--- config.mk ---
export PLATFORM = sky130hd
export DESIGN_NAME = stopclk_seq
export DESIGN_NICKNAME = d
export VERILOG_FILES = /design/src/rtl/stopclk_pkg.sv /design/src/rtl/stopclk_fsm.sv /design/src/rtl/stopclk_decode.sv /design/src/rtl/stopclk_flag.sv /design/src/rtl/stopclk_seq.sv
export SDC_FILE = /design/constraint.sdc
export NUM_CORES = 1
export LEC_CHECK = 0
export BUFFER_PORTS_ARGS = -buffer_cell sky130_fd_sc_hd__buf_2
export CAP_MARGIN = 40
export CORE_MARGIN = 1.5
export CORE_UTILIZATION = 49
export DETAILED_ROUTE_END_ITERATION = 10
export GPL_TIMING_DRIVEN = 1
export PLACE_DENSITY = 0.82
export SYNTH_ARGS = -nofsm -noshare
export SYNTH_HDL_FRONTEND = slang
export SYNTH_SLANG_ARGS = --single-unit
--- constraint.sdc ---
create_clock -name clk -period 2.45 [get_ports clk]
set_clock_uncertainty 0.05 [all_clocks]
set_input_delay 0.6125 -clock clk [delete_from_list [all_inputs] [get_ports clk]]
set_output_delay 0.6125 -clock clk [all_outputs]
set_load 0.005 [all_outputs]
--- src/rtl/stopclk_pkg.sv ---
package stopclk_pkg;

    typedef enum logic [2:0] {
        ST_RUN     = 3'd0,
        ST_SCM     = 3'd1,
        ST_FWK     = 3'd2,
        ST_DESEL   = 3'd3,
        ST_PLLOFF  = 3'd4,
        ST_COREOFF = 3'd5,
        ST_STOP    = 3'd6,
        ST_WCHK    = 3'd7
    } seq_state_e;

    typedef enum logic [1:0] {
        SRC_OSC  = 2'd0,
        SRC_PLL  = 2'd1,
        SRC_SELF = 2'd2
    } clk_src_e;

    typedef struct packed {
        seq_state_e state;
        logic       pll_sel;
        logic       pseudo;
        logic       from_scm;
        logic       keep_pll;
        logic       cqc_start;
        logic       cqc_abort;
    } seq_regs_t;

endpackage

--- src/rtl/stopclk_fsm.sv ---
module stopclk_fsm
    import stopclk_pkg::*;
(
    input  logic      clk,
    input  logic      rst_n,
    input  logic      stop_req,
    input  logic      wake_irq,
    input  logic      osc_lost,
    input  logic      cqc_pass,
    input  logic      cfg_pseudo_stop,
    input  logic      cfg_scm_en,
    input  logic      cfg_fast_wake,
    input  logic      pll_sel_wr,
    input  logic      pll_sel_wdata,
    output seq_regs_t regs_q,
    output logic      flag_set
);

    seq_regs_t regs_d;
    logic      keep_after;

    always_comb begin
        regs_d           = regs_q;
        regs_d.cqc_start = 1'b0;
        regs_d.cqc_abort = 1'b0;
        flag_set         = 1'b0;
        keep_after       = regs_q.keep_pll && !cqc_pass;

        unique case (regs_q.state)
            ST_RUN: begin
                if (stop_req) begin
                    regs_d.pseudo   = cfg_pseudo_stop;
                    regs_d.from_scm = 1'b0;
                    regs_d.keep_pll = 1'b0;
                    if (regs_q.pll_sel) begin
                        regs_d.state   = ST_DESEL;
                        regs_d.pll_sel = 1'b0;
                    end else begin
                        regs_d.state = ST_PLLOFF;
                    end
                end else if (osc_lost && cfg_scm_en) begin
                    regs_d.state     = ST_SCM;
                    regs_d.pll_sel   = 1'b0;
                    regs_d.cqc_start = 1'b1;
                    flag_set         = 1'b1;
                end else if (pll_sel_wr) begin
                    regs_d.pll_sel = pll_sel_wdata;
                end
            end
            ST_DESEL:   regs_d.state = ST_PLLOFF;
            ST_PLLOFF:  regs_d.state = ST_COREOFF;
            ST_COREOFF: regs_d.state = ST_STOP;
            ST_STOP: begin
                if (regs_q.keep_pll && cqc_pass) begin
                    regs_d.keep_pll = 1'b0;
                    flag_set        = 1'b1;
                end
                if (wake_irq) begin
                    regs_d.keep_pll = 1'b0;
                    regs_d.from_scm = 1'b0;
                    if (regs_q.pseudo) begin
                        regs_d.state = keep_after ? ST_SCM : ST_RUN;
                    end else if (cfg_fast_wake && cfg_scm_en) begin
                        regs_d.state = ST_FWK;
                    end else begin
                        regs_d.state     = ST_WCHK;
                        regs_d.cqc_start = 1'b1;
                    end
                end
            end
            ST_WCHK: begin
                if (cqc_pass) regs_d.state = ST_RUN;
            end
            ST_FWK: begin
                if (!cfg_fast_wake) begin
                    regs_d.state     = ST_SCM;
                    regs_d.cqc_start = 1'b1;
                end
            end
            ST_SCM: begin
                if (stop_req) begin
                    regs_d.state     = ST_COREOFF;
                    regs_d.from_scm  = 1'b1;
                    regs_d.pseudo    = cfg_pseudo_stop;
                    regs_d.keep_pll  = cfg_pseudo_stop;
                    regs_d.cqc_abort = !cfg_pseudo_stop;
                end else if (cqc_pass) begin
                    regs_d.state = ST_RUN;
                    flag_set     = 1'b1;
                end
            end
            default: regs_d.state = ST_RUN;
        endcase
    end

    always_ff @(posedge clk or negedge rst_n) begin
        if (!rst_n) begin
            regs_q <= '{state: ST_RUN, default: 1'b0};
        end else begin
            regs_q <= regs_d;
        end
    end

endmodule

--- src/rtl/stopclk_decode.sv ---
module stopclk_decode
    import stopclk_pkg::*;
#(
    parameter int N_SYS = 4
) (
    input  seq_regs_t        regs_q,
    input  logic             cfg_rti_run,
    input  logic             cfg_wdog_run,
    output logic             osc_en,
    output logic             pll_en,
    output logic             core_clk_en,
    output logic [N_SYS-1:0] sys_clk_en,
    output logic             rti_clk_en,
    output logic             wdog_clk_en,
    output logic [1:0]       clk_src,
    output logic             scm_active,
    output logic             lp_req
);

    logic     sys_on;
    clk_src_e src;

    always_comb begin
        osc_en      = 1'b1;
        pll_en      = 1'b1;
        core_clk_en = 1'b1;
        sys_on      = 1'b1;
        src         = SRC_OSC;
        scm_active  = 1'b0;
        lp_req      = 1'b0;
        rti_clk_en  = 1'b1;
        wdog_clk_en = 1'b1;

        unique case (regs_q.state)
            ST_RUN: src = regs_q.pll_sel ? SRC_PLL : SRC_OSC;
            ST_SCM: begin
                src        = SRC_SELF;
                scm_active = 1'b1;
            end
            ST_FWK: begin
                osc_en     = 1'b0;
                src        = SRC_SELF;
                scm_active = 1'b1;
            end
            ST_DESEL:  src = SRC_OSC;
            ST_PLLOFF: pll_en = 1'b0;
            ST_COREOFF: begin
                pll_en      = regs_q.from_scm;
                core_clk_en = 1'b0;
                src         = regs_q.from_scm ? SRC_SELF : SRC_OSC;
                scm_active  = regs_q.from_scm;
            end
            ST_STOP: begin
                osc_en      = regs_q.pseudo;
                pll_en      = regs_q.keep_pll;
                core_clk_en = 1'b0;
                sys_on      = 1'b0;
                src         = regs_q.keep_pll ? SRC_SELF : SRC_OSC;
                scm_active  = regs_q.keep_pll;
                lp_req      = !regs_q.keep_pll;
                rti_clk_en  = regs_q.pseudo && cfg_rti_run;
                wdog_clk_en = regs_q.pseudo && cfg_wdog_run;
            end
            ST_WCHK: begin
                pll_en      = 1'b0;
                core_clk_en = 1'b0;
                sys_on      = 1'b0;
                rti_clk_en  = 1'b0;
                wdog_clk_en = 1'b0;
            end
            default: src = SRC_OSC;
        endcase
    end

    assign clk_src = src;

    for (genvar g = 0; g < N_SYS; g++) begin : g_sys
        assign sys_clk_en[g] = sys_on;
    end

endmodule

--- src/rtl/stopclk_flag.sv ---
module stopclk_flag (
    input  logic clk,
    input  logic rst_n,
    input  logic set,
    input  logic clr,
    output logic flag,
    output logic irq
);

    logic flag_d;
    logic flag_q;

    always_comb begin
        flag_d = flag_q;
        if (clr) flag_d = 1'b0;
        if (set) flag_d = 1'b1;
    end

    always_ff @(posedge clk or negedge rst_n) begin
        if (!rst_n) begin
            flag_q <= 1'b0;
        end else begin
            flag_q <= flag_d;
        end
    end

    assign flag = flag_q;
    assign irq  = flag_q;

endmodule

--- src/rtl/stopclk_seq.sv ---
module stopclk_seq
    import stopclk_pkg::*;
#(
    parameter int N_SYS = 4
) (
    input  logic             clk,
    input  logic             rst_n,
    input  logic             stop_req,
    input  logic             wake_irq,
    input  logic             cfg_pseudo_stop,
    input  logic             cfg_rti_run,
    input  logic             cfg_wdog_run,
    input  logic             cfg_scm_en,
    input  logic             cfg_fast_wake,
    input  logic             pll_sel_wr,
    input  logic             pll_sel_wdata,
    input  logic             osc_lost,
    input  logic             cqc_pass,
    input  logic             scm_flag_clr,
    output logic             osc_en,
    output logic             pll_en,
    output logic             core_clk_en,
    output logic [N_SYS-1:0] sys_clk_en,
    output logic             rti_clk_en,
    output logic             wdog_clk_en,
    output logic [1:0]       clk_src,
    output logic             pll_sel,
    output logic             scm_active,
    output logic             scm_flag,
    output logic             scm_irq,
    output logic             cqc_start,
    output logic             cqc_abort,
    output logic             lp_req
);

    seq_regs_t regs_q;
    logic      flag_set;

    stopclk_fsm u_fsm (
        .clk             (clk),
        .rst_n           (rst_n),
        .stop_req        (stop_req),
        .wake_irq        (wake_irq),
        .osc_lost        (osc_lost),
        .cqc_pass        (cqc_pass),
        .cfg_pseudo_stop (cfg_pseudo_stop),
        .cfg_scm_en      (cfg_scm_en),
        .cfg_fast_wake   (cfg_fast_wake),
        .pll_sel_wr      (pll_sel_wr),
        .pll_sel_wdata   (pll_sel_wdata),
        .regs_q          (regs_q),
        .flag_set        (flag_set)
    );

    stopclk_decode #(.N_SYS(N_SYS)) u_dec (
        .regs_q       (regs_q),
        .cfg_rti_run  (cfg_rti_run),
        .cfg_wdog_run (cfg_wdog_run),
        .osc_en       (osc_en),
        .pll_en       (pll_en),
        .core_clk_en  (core_clk_en),
        .sys_clk_en   (sys_clk_en),
        .rti_clk_en   (rti_clk_en),
        .wdog_clk_en  (wdog_clk_en),
        .clk_src      (clk_src),
        .scm_active   (scm_active),
        .lp_req       (lp_req)
    );

    stopclk_flag u_flag (
        .clk   (clk),
        .rst_n (rst_n),
        .set   (flag_set),
        .clr   (scm_flag_clr),
        .flag  (scm_flag),
        .irq   (scm_irq)
    );

    assign pll_sel   = regs_q.pll_sel;
    assign cqc_start = regs_q.cqc_start;
    assign cqc_abort = regs_q.cqc_abort;

endmodule

==> results of run 1 <==
## placed cells by master (no fill, tap or decap), types with 2 or more instances in the layout
master,instances
a21boi_0,2
a21oi_1,6
a2bb2oi_1,2
a32o_1,2
a41o_1,3
buf_2,31
clkbuf_4,3
dfrtp_1,10
inv_1,4
nand2_1,6
nand2b_1,2
nand3_1,2
nand3b_1,3
nor2_1,5
nor2b_1,5
o21ai_0,3
## final timing paths
path / from / endpoint / slack [ps] / cells past startpoint
worst min-delay path: rst_n / u_flag.flag$_DFFE_PN0P_ / 150 / 1
min in group clk: u_flag.flag$_DFFE_PN0P_ / u_flag.flag$_DFFE_PN0P_ / 480 / 1
worst min register to register: u_flag.flag$_DFFE_PN0P_ / u_flag.flag$_DFFE_PN0P_ / 480 / 1
max in group asynchronous: rst_n / u_fsm.regs_q[8]$_DFFE_PN0P_ / 2010 / 1
worst max register to register: u_fsm.regs_q[8]$_DFFE_PN0P_ / u_fsm.regs_q[7]$_DFFE_PN0P_ / 700 / 3
worst max-delay path: u_fsm.regs_q[6]$_DFFE_PN0P_ / scm_active / 110 / 4
## power by group through the flow
| stage | Combinational, mW | Sequential (mW) | Clock, mW |
|---|---|---|---|
| 2_1_floorplan | 0.468 | 0.296 | 0 |
| 3_3_place_gp | 0.511 | 0.377 | 0 |
| 3_5_place_dp | 0.525 | 0.386 | 0 |
| 4_1_cts | 0.527 | 0.381 | 0.112 |
| 5_1_grt | 0.583 | 0.402 | 0.119 |
| 6_report | 0.523 | 0.386 | 0.106 |
## registers in the layout, summed over array words and instances (netlist names)
signal	count
u_fsm.regs_q	9
u_flag.flag	1
## cell type report
type	count	area [um2]	share of cell area
repair buffers	32	163	0.185
flip-flops and latches	10	250	0.285
multi-input cells	61	409	0.466
well taps	15	18.8	0.0214
clock buffers	3	22.5	0.0256
inverters	4	15.0	0.0171
## per-layer routing
metal	GRT usage	part of all wire	vias to the layer above
met2	0.350	0.51	28
met4	0.0581	0	0
li1	-	-	370
met5	0	0	-
met1	0.258	0.41	338
met3	0.0870	0.075	0
## per-stage QoR
step | area, um2 | worst slack (ps)
after floorplan | 742 | 767
after global placement | 856 | 455
after detailed placement | 856 | 407
after CTS | 878 | 115
after global routing | 878 | 11.2
final | 878 | 113
## cells by family (layout without fill, tap and decap cells)
family / after synthesis / in the layout / share of synthesized area
flops: 10 / 10 / 0.337
buf+inv: 14 / 39 / 0.111
simple gates: 30 / 30 / 0.229
mux: 1 / 1 / 0.0152
compound gates: 30 / 30 / 0.307
## worst register-to-register path, cell delays in order, from the launching register on
cell and delay [ps]:
dfrtp_1 630, nor3b_1 560, a21boi_0 210, o221ai_1 210
==> qor.csv, run 1 <==
metric,value,unit
Initial DRT Pass Iterations,4,
fin cells,125,
cell accounting for the most synthesized area,dfrtp_1,
"Slew Viols, Final",0,
final setup TNS,0,ps
worst vdd ir,0.614,mV
post-layout util,0.651,
combinational share of power,0.516,
initial antenna violation count,0,
P per Cell Area,1160,mW/mm2
CP Capture Type,output pin,
vias in the first global route,651,
# IOs,32,
MaxCap Viol Count,0,
worst path required time,1790,ps
first-pass GRT wire length,2890,um
"Reg clk slew, reported paths",60,ps
Crit Path Category,reg2out,
hold slack final,150,ps
family with the most delay on the worst path,flip-flops,
row count,13,
nets@finish,126,
share of cells above drive strength 1,0.336,
Max clock buf depth,2,
largest fanout on the critical path,16,
cts repair resizes,0,
# Post-CTS Setup Buffers,0,
H-tree depth,1,
"EDFF count, synth",0,
Die Y,41.9,um
dpl hpwl,1350,um
CP peak stage delay,610,ps
Worst Path Buf+Inv,1,
"Seq/Total Area, Yosys",0.337,
drt via density,5.89,
share of the synthesized area in the top cell type,0.337,
Critical Path Start Type,flip-flop,
Synth warnings,0,
DR DRC count,0,
final hold vios,0,
Slew @ Worst Pin,678,ps
commonest cells in the netlist,"dfrtp_1, a21oi_1, nand2_1",
Syn Nets,99,
fin crit share,0.954,
WL/cell,14.3,um
Core Box Area,0.00135,mm2
setup violators final,0,
max_slew headroom,0.548,
input/output buffers,31,
Layout Area Growth over Synthesis,18.4,%
Syn Area/Cell,8.73,um2
largest net degree at the start of global routing,25,
Starting DRT DRC Count,41,
antenna cells,0,
routed vias,736,
slowest CP cell,dfrtp_1,
clock sinks,10,
fillcell total,117,
clock root cell,clkbuf_4,
remaining global-route overflow,0,
worst skew pair latency,260,ps
Leakage,0.447,nW
GP Congestion,0.871,
Hold Path Class,in2async,
Mapped Cells,85,
cell area after synthesis,742,um2
NetSw,0.452,mW
CTS tree,yes,
placed cell count,122,
WL final,1790,um
Synth Flop Type,dfrtp_1,
fmax,428,MHz
Clk network pwr share,0.105,
ranking of synthesized cells by area,"dfrtp_1, buf_4, nor2b_1",
Pint,0.563,mW
hold_buf cts,0,
sw frac,0.446,
cell with the most instances after synthesis,dfrtp_1,
post-layout minimum cycle time,2340,ps
RSZ-0062 raised after global routing,false,
Die W,41.9,um
overall power,1.02,mW
post-synthesis async set-or-reset flop share,1.00,
Yosys cell types,38,
GR Util All Layers,0.214,
Routed Antenna Nets,0,
Worst EP arrival,1670,ps
outcome,completed,
"flops & latches, synth",10,
CP cell instances,"nor2b_1, a22oi_1, a2bb2oi_1, buf_2",
cts bufs inserted,3,
Flop pwr share,0.380,
DIE AREA,0.00176,mm2
Initial Util,0.550,
Note: power is estimated with default switching activity, not from simulation.
==> run 2: changes to the inputs <==
--- a/config.mk
+++ b/config.mk
@@ -5,13 +5,14 @@
 export SDC_FILE = /design/constraint.sdc
 export NUM_CORES = 1
 export LEC_CHECK = 0
+export ABC_AREA = 1
 export BUFFER_PORTS_ARGS = -buffer_cell sky130_fd_sc_hd__buf_2
 export CAP_MARGIN = 40
 export CORE_MARGIN = 1.5
-export CORE_UTILIZATION = 49
+export CORE_UTILIZATION = 50
 export DETAILED_ROUTE_END_ITERATION = 10
 export GPL_TIMING_DRIVEN = 1
-export PLACE_DENSITY = 0.82
+export PLACE_DENSITY = 0.94
 export SYNTH_ARGS = -nofsm -noshare
 export SYNTH_HDL_FRONTEND = slang
 export SYNTH_SLANG_ARGS = --single-unit
==> qor.csv, run 2 <==
metric,value,unit
Initial Util,0.539,
routed vias,873,
Syn Nets,140,
Core Box Area,0.00152,mm2
Leakage,0.580,nW
commonest cells in the netlist,"nand2_1, inv_1, nand3_1, nor2_1, dfrtp_1",
worst r2r path cells,7,
Layout Area Growth over Synthesis,17.2,%
CTS tree,yes,
Mapped Cells,126,
post-layout util,0.631,
Initial DRT Pass Iterations,4,
final hold vios,0,
Flop pwr share,0.295,
CP Capture Type,output pin,
CP peak stage delay,470,ps
NetSw,0.560,mW
GR Util All Layers,0.224,
DR DRC count,0,
Hold Path Class,in2async,
Worst EP arrival,1470,ps
CP cell instances,"inv_2, nand3_4, inv_4, nand2_1, nand2_1, inv_2, nand3_1, buf_2",
"Seq/Total Area, Yosys",0.305,
cell accounting for the most synthesized area,dfrtp_1,
"commonest non-fill, non-tap cell in the layout",nand2_1,
first-pass GRT wire length,3130,um
setup violators final,0,
worst path required time,1790,ps
hold_buf cts,0,
Pint,0.555,mW
row count,14,
outcome,completed,
Critical Path Start Type,flip-flop,
post-layout minimum cycle time,2130,ps
placed cell count,166,
Routed Antenna Nets,0,
cts repair resizes,0,
cell with the most instances after synthesis,nand2_1,
combinational share of power,0.605,
worst skew pair latency,270,ps
P per Cell Area,1160,mW/mm2
pre-CTS WS,613,ps
Synth warnings,0,
"Slew Viols, Final",0,
largest net degree at the start of global routing,11,
clock root cell,clkbuf_4,
cell area after synthesis,821,um2
largest fanout on the critical path,7,
remaining global-route overflow,0,
worst vdd ir,0.571,mV
overall power,1.11,mW
Reg2Reg Setup Slack,990,ps
fmax,469,MHz
drt via density,5.17,
share of cells above drive strength 1,0.333,
"flops & latches, synth",10,
antenna cells,0,
Crit Path Category,reg2out,
share of the synthesized area in the top cell type,0.305,
most frequent cells in the layout,"nand2_1, buf_2, nand3_1, inv_1, nor2_1",
Starting DRT DRC Count,17,
Synth Flop Type,dfrtp_1,
sw frac,0.502,
RSZ-0062 raised after global routing,false,
Clk network pwr share,0.101,
Slew @ Worst Pin,371,ps
GP Congestion,0.960,
post-synthesis async set-or-reset flop share,1.00,
# Post-CTS Setup Buffers,0,
nets@finish,169,
clock sinks,10,
WL/cell,11.4,um
ranking of synthesized cells by area,"dfrtp_1, nand2_1, nand3_1",
Die W,43.5,um
"Reg clk slew, reported paths",60,ps
cts bufs inserted,3,
Yosys cell types,21,
worst setup margin,316,ps
input/output buffers,31,
Max clock buf depth,2,
number of flip-flops in the largest register,9,
final setup TNS,0,ps
max_slew headroom,0.752,
Die Y,43.5,um
dpl hpwl,1610,um
"EDFF count, synth",0,
MaxCap Viol Count,0,
WL final,1920,um
DIE AREA,0.00189,mm2
slowest CP cell,dfrtp_1,
H-tree depth,1,
Largest Register,u_fsm.regs_q,
initial antenna violation count,0,
fin cells,169,
Syn Area/Cell,6.51,um2
fillcell total,145,
# IOs,32,
fin crit share,0.871,
vias in the first global route,762,
[run 2: final timing paths]
kind | startpoint | endpoint
max reg2reg | u_fsm.regs_q[7]$_DFFE_PN0P_ | u_fsm.regs_q[8]$_DFFE_PN0P_
min reg2reg | u_fsm.regs_q[3]$_DFFE_PN0P_ | u_fsm.regs_q[3]$_DFFE_PN0P_
min in group clk | cfg_pseudo_stop | u_fsm.regs_q[0]$_DFF_PN0_
max | u_fsm.regs_q[6]$_DFFE_PN0P_ | clk_src[1]
max in group asynchronous | rst_n | u_flag.flag$_DFFE_PN0P_
min | rst_n | u_fsm.regs_q[5]$_DFFE_PN0P_
[run 2: area by class of cell]
cell class,count,area (um2),share of cell area
Clock buffer,3,22.5,0.0234
Inverter,20,77.6,0.0806
Multi-Input combinational cell,89,437,0.454
Sequential cell,10,250,0.260
Tap cell,16,20.0,0.0208
Timing Repair Buffer,31,155,0.161
[run 2: cell families after synthesis]
family | count (synthesis) | share of synthesized area
AO/OA/AOI/OAI | 13 | 0.0899
AND/OR/NAND/NOR | 76 | 0.442
flip-flops | 10 | 0.305
buffers and inverters | 27 | 0.163
[run 2: layer usage]
layer  GRT usage  vias up  wire length, um  part of all wire
li1            -      445                -                 -
met1       0.277      383              784              0.41
met2       0.355       40              934              0.49
met3      0.0542        5              162             0.084
met4       0.133        0               42             0.022
met5           0        -                0                 0
[run 2: per-stage QoR]
step,hold slack (ps),area [um2]
detailed placement,440,940
CTS,158,962
finish,146,962
global placement,431,940
global route,152,962
floorplan,267,821
[run 2: power groups by stage]
stage / clock network (mW) / logic [mW] / registers (mW)
after detailed placement: 0 / 0.674 / 0.328
after floorplan: 0 / 0.565 / 0.278
final: 0.112 / 0.674 / 0.328
after global routing: 0.123 / 0.767 / 0.335
after global placement: 0 / 0.654 / 0.319
after CTS: 0.112 / 0.676 / 0.326
[run 2: critical path: cells and delay by family, from the launching register on]
kind	cells	cell delay [ps]
buf+inv	4	410
flops	1	470
simple gates	4	310
==> run 3: changes to the inputs <==
--- a/config.mk
+++ b/config.mk
@@ -8,8 +8,10 @@
 export ABC_AREA = 1
 export BUFFER_PORTS_ARGS = -buffer_cell sky130_fd_sc_hd__buf_2
 export CAP_MARGIN = 40
+export CELL_PAD_IN_SITES_DETAIL_PLACEMENT = 1
+export CELL_PAD_IN_SITES_GLOBAL_PLACEMENT = 1
 export CORE_MARGIN = 1.5
-export CORE_UTILIZATION = 50
+export CORE_UTILIZATION = 34
 export DETAILED_ROUTE_END_ITERATION = 10
 export GPL_TIMING_DRIVEN = 1
 export PLACE_DENSITY = 0.94
==> qor.csv, run 3 (synthesis results as in run 2) <==
metric,value,unit
Reg2Reg Setup Slack,960,ps
Largest Register,u_fsm.regs_q,
row count,17,
H-tree depth,1,
most frequent cells in the layout,"nand2_1, buf_2, nand3_1, inv_1, nor2_1",
drt via density,4.98,
routed vias,906,
# IOs,32,
pre-CTS WS,584,ps
final setup TNS,0,ps
P per Cell Area,1190,mW/mm2
WL final,2360,um
GP Congestion,0.819,
post-layout minimum cycle time,2160,ps
hold slack final,143,ps
share of cells above drive strength 1,0.338,
largest fanout on the critical path,7,
RSZ-0062 raised after global routing,false,
Die Y,52.1,um
Crit Path Category,reg2out,
remaining global-route overflow,0,
dpl hpwl,2040,um
Hold Path Class,in2async,
DIE AREA,0.00272,mm2
fin crit share,0.883,
cts repair resizes,0,
"Slew Viols, Final",0,
sw frac,0.500,
Slew @ Worst Pin,370,ps
worst reg2reg path startpoint,u_fsm.regs_q[8]$_DFFE_PN0P_,
clock sinks,10,
worst setup margin,287,ps
Flop pwr share,0.278,
hold_buf cts,0,
Starting DRT DRC Count,11,
Initial DRT Pass Iterations,4,
DR DRC count,0,
Critical Path Start Type,flip-flop,
"commonest non-fill, non-tap cell in the layout",nand2_1,
Die W,52.1,um
antenna cells,0,
worst skew pair latency,270,ps
GR Util All Layers,0.203,
combinational share of power,0.592,
nets@finish,169,
WL/cell,13.0,um
Initial Util,0.364,
first-pass GRT wire length,3930,um
worst vdd ir,0.561,mV
worst path required time,1790,ps
Layout Area Growth over Synthesis,20.7,%
initial antenna violation count,0,
# Post-CTS Setup Buffers,0,
vias in the first global route,902,
"Reg clk slew, reported paths",70,ps
NetSw,0.588,mW
input/output buffers,31,
final hold vios,0,
Leakage,0.587,nW
outcome,completed,
Max clock buf depth,2,
CP Capture Type,output pin,
max_slew headroom,0.754,
worst r2r path cells,7,
fmax,462,MHz
setup violators final,0,
Clk network pwr share,0.130,
MaxCap Viol Count,0,
clock root cell,clkbuf_4,
worst r2r dst,u_fsm.regs_q[6]$_DFFE_PN0P_,
number of flip-flops in the largest register,9,
largest net degree at the start of global routing,11,
CTS tree,yes,
Pint,0.589,mW
Core Box Area,0.00225,mm2
Routed Antenna Nets,0,
cts bufs inserted,3,
Worst EP arrival,1500,ps
post-layout util,0.440,
-- run 3: power groups by stage --
stage / sequential, mW / clock [mW] / combinational, mW
after global placement: 0.322 / 0 / 0.669
final: 0.327 / 0.153 / 0.696
after CTS: 0.328 / 0.153 / 0.708
after detailed placement: 0.332 / 0 / 0.705
after floorplan: 0.278 / 0 / 0.565
after global routing: 0.340 / 0.163 / 0.806
-- run 3: critical path: stages (launching register included) --
cell     delay (ps)
dfrtp_1         470
inv_2           140
nand3_4         120
inv_4           110
nand2_1          70
nand2_1          80
inv_2            50
nand3_1          70
buf_2           120
-- run 3: layout make-up --
cell class	instances	area [um2]
inverters	20	77.6
flip-flops and latches	10	250
repair buffers	31	155
clock buffers	4	36.3
well taps	28	35.0
fillers	328	1260
multi-input cells	89	437
-- run 3: routing by layer --
layer,up-vias,GRT usage,part of all wire
met5,-,0,0
met4,0,0.0897,0.019
met3,5,0.0259,0.038
met2,25,0.373,0.50
met1,428,0.230,0.44
li1,448,-,-
-- run 3: how the worst max path moves through the flow --
stage / end / start / cells after the start
5_1_grt: clk_src[1] / u_fsm.regs_q[6]$_DFFE_PN0P_ / 8
3_5_place_dp: clk_src[1] / u_fsm.regs_q[8]$_DFFE_PN0P_ / 7
2_1_floorplan: clk_src[1] / u_fsm.regs_q[6]$_DFFE_PN0P_ / 7
3_3_place_gp: clk_src[1] / u_fsm.regs_q[6]$_DFFE_PN0P_ / 8
4_1_cts: clk_src[1] / u_fsm.regs_q[8]$_DFFE_PN0P_ / 7
6_report: clk_src[1] / u_fsm.regs_q[6]$_DFFE_PN0P_ / 8
-- run 3: stage by stage --
stage,cells,area (um2),power [mW]
finish,182,991,1.18
global route,182,991,1.31
CTS,182,991,1.19
detailed placement,178,955,1.04
global placement,178,955,0.991
floorplan,126,821,0.843
